## src/rtl/blk_guard_pkg.sv

```systemverilog
package blk_guard_pkg;
  typedef enum logic [1:0] {
    LOCK_NONE = 2'd0,
    LOCK_QTR  = 2'd1,
    LOCK_HALF = 2'd2,
    LOCK_ALL  = 2'd3
  } lock_e;

  localparam int SR_W       = 8;
  localparam int SR_LOCKEN  = 7;
  localparam int SR_WDHI    = 5;
  localparam int SR_WDLO    = 4;
  localparam int SR_LCHI    = 3;
  localparam int SR_LCLO    = 2;

  function automatic logic [SR_W-1:0] sts_field_mask();
    logic [SR_W-1:0] m;
    m = '0;
    m[SR_LOCKEN] = 1'b1;
    m[SR_WDHI]   = 1'b1;
    m[SR_WDLO]   = 1'b1;
    m[SR_LCHI]   = 1'b1;
    m[SR_LCLO]   = 1'b1;
    return m;
  endfunction
endpackage

```

## src/rtl/blk_region_dec.sv

```systemverilog
module blk_region_dec #(
  parameter int AW = 11
) (
  input  blk_guard_pkg::lock_e code,
  input  logic [AW-1:0]        addr,
  output logic                 fenced
);
  import blk_guard_pkg::*;

  always_comb begin
    unique case (code)
      LOCK_NONE: fenced = 1'b0;
      LOCK_QTR:  fenced = &addr[AW-1:AW-2];
      LOCK_HALF: fenced = addr[AW-1];
      default:   fenced = 1'b1;
    endcase
  end
endmodule

```

## src/rtl/blk_permit.sv

```systemverilog
module blk_permit (
  input  logic wel,
  input  logic lock_en,
  input  logic wp_lvl,
  input  logic fenced,
  input  logic to_sts,
  output logic arr_perm,
  output logic sts_perm
);
  logic sts_locked;

  always_comb begin
    sts_locked = lock_en & ~wp_lvl;
    arr_perm   = wel & ~to_sts & ~fenced;
    sts_perm   = wel & to_sts & ~sts_locked;
  end
endmodule

```

## src/rtl/blk_guard.sv

```systemverilog
module blk_guard #(
  parameter int AW = 11,
  parameter int SW = blk_guard_pkg::SR_W
) (
  input  logic          clk,
  input  logic          rst,
  input  logic          wr_start,
  input  logic          wel_in,
  input  logic          lock_en,
  input  logic          wp_lvl,
  input  logic [1:0]    lock_code,
  input  logic          tgt_sts,
  input  logic [AW-1:0] tgt_addr,
  output logic          arr_ok,
  output logic          sts_ok,
  output logic [SW-1:0] sts_mask,
  output logic          wel_clr
);
  import blk_guard_pkg::*;

  localparam logic [SW-1:0] FIELD_MASK = SW'(sts_field_mask());

  logic fenced;
  logic arr_perm;
  logic sts_perm;

  blk_region_dec #(.AW(AW)) u_dec (
    .code   (lock_e'(lock_code)),
    .addr   (tgt_addr),
    .fenced (fenced)
  );

  blk_permit u_perm (
    .wel      (wel_in),
    .lock_en  (lock_en),
    .wp_lvl   (wp_lvl),
    .fenced   (fenced),
    .to_sts   (tgt_sts),
    .arr_perm (arr_perm),
    .sts_perm (sts_perm)
  );

  always_ff @(posedge clk) begin
    if (rst) begin
      arr_ok   <= 1'b0;
      sts_ok   <= 1'b0;
      sts_mask <= '0;
      wel_clr  <= 1'b0;
    end else begin
      wel_clr <= 1'b0;
      if (wr_start) begin
        arr_ok   <= arr_perm;
        sts_ok   <= sts_perm;
        sts_mask <= sts_perm ? FIELD_MASK : '0;
        wel_clr  <= arr_perm | sts_perm;
      end
    end
  end
endmodule

```

## config.mk

```make
export PLATFORM = sky130hd
export DESIGN_NAME = blk_guard
export DESIGN_NICKNAME = d
export VERILOG_FILES = /design/src/rtl/blk_guard_pkg.sv /design/src/rtl/blk_region_dec.sv /design/src/rtl/blk_permit.sv /design/src/rtl/blk_guard.sv
export SDC_FILE = /design/constraint.sdc
export NUM_CORES = 1
export LEC_CHECK = 0
export BUFFER_PORTS_ARGS = -buffer_cell sky130_fd_sc_hd__buf_2
export CORE_AREA = 2 2 39 41
export DETAILED_ROUTE_END_ITERATION = 10
export DIE_AREA = 0 0 41 43
export GPL_ROUTABILITY_DRIVEN = 0
export GPL_TIMING_DRIVEN = 0
export PLACE_DENSITY = 0.57
export SLEW_MARGIN = 40
export SYNTH_ARGS = -nofsm -noshare
export SYNTH_HDL_FRONTEND = slang
export SYNTH_HIERARCHICAL = 1
export SYNTH_SLANG_ARGS = --single-unit
```

## constraint.sdc

```tcl
create_clock -name clk -period 0.9 [get_ports clk]
set_input_delay 0.18 -clock clk [delete_from_list [all_inputs] [get_ports clk]]
set_output_delay 0.18 -clock clk [all_outputs]
set_load 0.005 [all_outputs]
```

# Yosys cells after proc, flatten, opt, wreduce, memory -nomap -nowiden
# Index checks and enable logic that the tools add are counted.
# word_totals
output_inout_bits,11
in_bits,20
word_cells,22
regBits,11
# op_classes
eq_ne,2
bitwise_logic,11
mux,2
reduce_logical,3
# op_table
op,count
$mux W8,1
$and A1 B1 Y1,5
$not A1 Y1,5
$pmux W1 S3,1
$eq A2 B1 Y1 const B,1
$eq A2 B2 Y1 const B,1
$logic_not A2 Y1,1
$reduce_and A2 Y1,1
$reduce_or A2 Y1,1
$or A1 B1 Y1,1

# Logic depth before layout (Yosys ltp)
# logic_depth
word_depth,5
depth_mapped,5
mapped_depth_nobuf,5

# Cells and area by module
# The synthesis kept the hierarchy.
# by_module_without_submodules
module,seq_area_each_um2,area_each_um2,cells_each,instances
blk_guard,60.1,167.7,18,1
blk_permit,0.0,28.8,4,1
blk_region_dec,0.0,13.8,3,1

# Worst setup path after synthesis
# Ideal clock, no wire load.
# synth_timing
path_kind,input port to flip-flop
from,in lock_code[0]
to,reg wel_clr
n_path_buf,0
t_required_ps,828
cell_stages,5
setup_ps,72
slack_ps,109
arrival_ps,718
path_cell_list,o21ai_1 -> nand2_1 -> nor3b_2 -> nor2_1 -> nor3b_2
# synth_via
elab_chain_cells,5
word_cells_on_any_way,7
classes_between,2 x eq/ne; 1 x mux; 3 x bitwise; 1 x reduce/logical
# synth_lines
element,line,source
from (decl),blk_guard.sv:11,"input logic [1:0] lock_code,"
"$eq A2 B2 Y1, or another cell as far along",blk_region_dec.sv:11,unique case (code)
$pmux W1 S3 *,blk_region_dec.sv:11,
net fenced,blk_guard.sv:23,logic fenced;
$not A1 Y1 *,blk_permit.sv:14,arr_perm = wel & ~to_sts & ~fenced;
$and A1 B1 Y1 *,blk_permit.sv:14,
net arr_perm,blk_guard.sv:24,logic arr_perm;
$or A1 B1 Y1 *,blk_guard.sv:55,wel_clr <= arr_perm | sts_perm;
to (signal assigned),blk_guard.sv:55,
to (decl),blk_guard.sv:17,output logic wel_clr
# Mark *: on every way through the listed nets, which the timed path passes. The rest lies on a longest branch.
# A chain may end at the register's enable or synchronous reset.

==> run metrics <==
status=finished with violations; failing checks=negative setup slack; placed insts=61; global route overflow=0; Yosys warning count=6; Yosys reg bits=3; htree depth=1; CP peak stage delay=0.37 ns; post-layout minimum cycle time=0.998 ns; Die H=43 microns; final hold slack=0.135 ns; unique cell type count in the Yosys netlist=11; fill cell count=153; Die Area=1760 sq um; worst-path maximum fanout=7; max_cap viols=0; sequential share of the synthesized area=0.286; Rows=14; via count=221; Sink Count=3; Core Area=1380 sq um; number of global-route vias before repair=190; Hold WC Path Type=in -> reg; worst r2r src=sts_mask[5]; Peak VDD IR=0.758 mV; # DRC=0; clock-pin slew on the worst setup and hold paths=0.04 ns; Non-Filler Instances=65; utilization after layout=0.295; CTS tree=done; Register-to-Register Path Depth=2; leakage power=0.221 nW; Slew Limit Fails=0; Hold Path End=sts_mask[5]; R2R Setup Slk=0.24 ns; GRT Util Overall=0.0591; total chip power=0.000479 W; Crit Path Class=reg -> out; r2r endpoint=sts_mask[5]; Worst-Skew Late Latency=0.23 ns; startpoint types=flop; Layout area overhead=94.0%; Crit path buffers/inverters=2; final worst slack=-0.0978 ns; initial antenna violation count=0; first-pass GRT wire length=683 microns; post-route ant nets=0; Final #Nets=70; starting density of the core=0.152; Top delay family on crit path=flip-flops; number of CTS-inserted buffers=3; worst-path cell chain=buf_6 -> buf_6; Hold Crit Start=rst; vias per cell=3.40; Bufs on Longest Clock Path=2; IO buf count=18; RSZ-0062 raised after global routing=yes; setup TNS=-0.514 ns; final hold vios=0; Die W=41 microns; FMAX=1000 MHz; antenna cells=0; final setup fails=6; Tcrit/Tclk final=1.11; final wirelength=412 microns; slowest CP cell=dfxtp_4; synthesized area=210 sq um; largest net degree at the start of global routing=8; IO Pins=31; Worst Skew=0 ns; Crit path required time=0.72 ns; share of cells above drive strength 1=0.673; postcts setup bufs=0; crit-path most repeated cell=buf_6; Clock Root Buffer=clkbuf_4; Synth Instances=25; Arr. time, crit path=0.82 ns; First-pass DRT Iterations=3; wire length per cell=6.34 microns; Pwr Density=1180 nW/um^2; Mean Syn Cell Area=8.41 sq um; Hold Path Depth=2; critical path endpoint category=output port; iteration-0 DRC count of the detailed router=3
[cells in the final DEF, fill, tap and decap left out, types with 2 or more instances in the layout]
cell	instances
buf_2	13
buf_4	3
buf_6	10
clkbuf_4	3
conb_1	3
dfxtp_1	2
mux2i_1	2
nand2_1	2
nor2_1	3
nor3b_2	2
[report_power, final]
part           leakage [nW]  switching, W  internal, W
Combinational         0.181     0.0000344    0.0000648
Clock                0.0150     0.0000724     0.000166
Sequential           0.0252    0.00000498     0.000136
[cells in the mapped netlist]
cell	instances	area share
o21ai_1	1	0.024
conb_1	1	0.018
a21oi_2	1	0.042
inv_1	1	0.018
nor3b_2	2	0.12
nand3_1	1	0.024
mux2i_1	2	0.095
nor2_1	3	0.054
nand2_1	2	0.036
buf_4	8	0.29
dfxtp_1	3	0.29
[timing repair]
item	in CTS	in global routing
hold buffers	0	0
endpoints found under the setup margin	6	6
gates resized for setup	12	0
hold endpoints to repair	0	0
[final cells by class]
cell class / instances / area [sq um] / share of cell area
Buffer: 8 / 78.8 / 0.193
Sequential cell: 3 / 63.8 / 0.156
Tap cell: 16 / 20.0 / 0.0491
Inverter: 1 / 3.75 / 0.00920
Clock buffer: 4 / 26.3 / 0.0644
Timing Repair Buffer: 18 / 121 / 0.298
Multi-Input combinational cell: 15 / 93.8 / 0.230
[cell families after synthesis]
family	Yosys count	share of synthesized area
buf+inv	9	0.304
flops	3	0.286
mux	2	0.0952
other cells	1	0.0178
compound gates	2	0.0655
simple gates	8	0.232
[metrics by stage]
stage	worst slack, ns	area (sq um)
floorplan	0.109	218
global placement	-0.0910	328
detailed placement	-0.0987	328
CTS	-0.109	408
global route	-0.126	408
finish	-0.0978	408
[how the worst max path moves through the flow]
stage,slack [ns],end,from,depth (start not counted)
6_report,-0.1,sts_mask[4],sts_mask[5],2
4_1_cts,-0.11,sts_mask[5],sts_mask[5],2
5_1_grt,-0.13,sts_mask[4],sts_mask[5],2
2_1_floorplan,0.11,wel_clr,lock_code[0],5
3_3_place_gp,-0.09,wel_clr,lock_code[0],6
3_5_place_dp,-0.1,wel_clr,lock_code[0],6
[per-layer routing]
metal  global-route usage  vias up  share of wire
li1                     -      118              -
met1               0.0639       87           0.38
met2               0.0844       16           0.49
met3               0.0471        0           0.13
met4               0.0200        0              0
met5                    0        -              0
[registers in the layout, summed over array words and instances (netlist names)]
signal / cells
wel_clr: 1
sts_mask: 1
arr_ok: 1
Power figures use the tool's default switching activity.
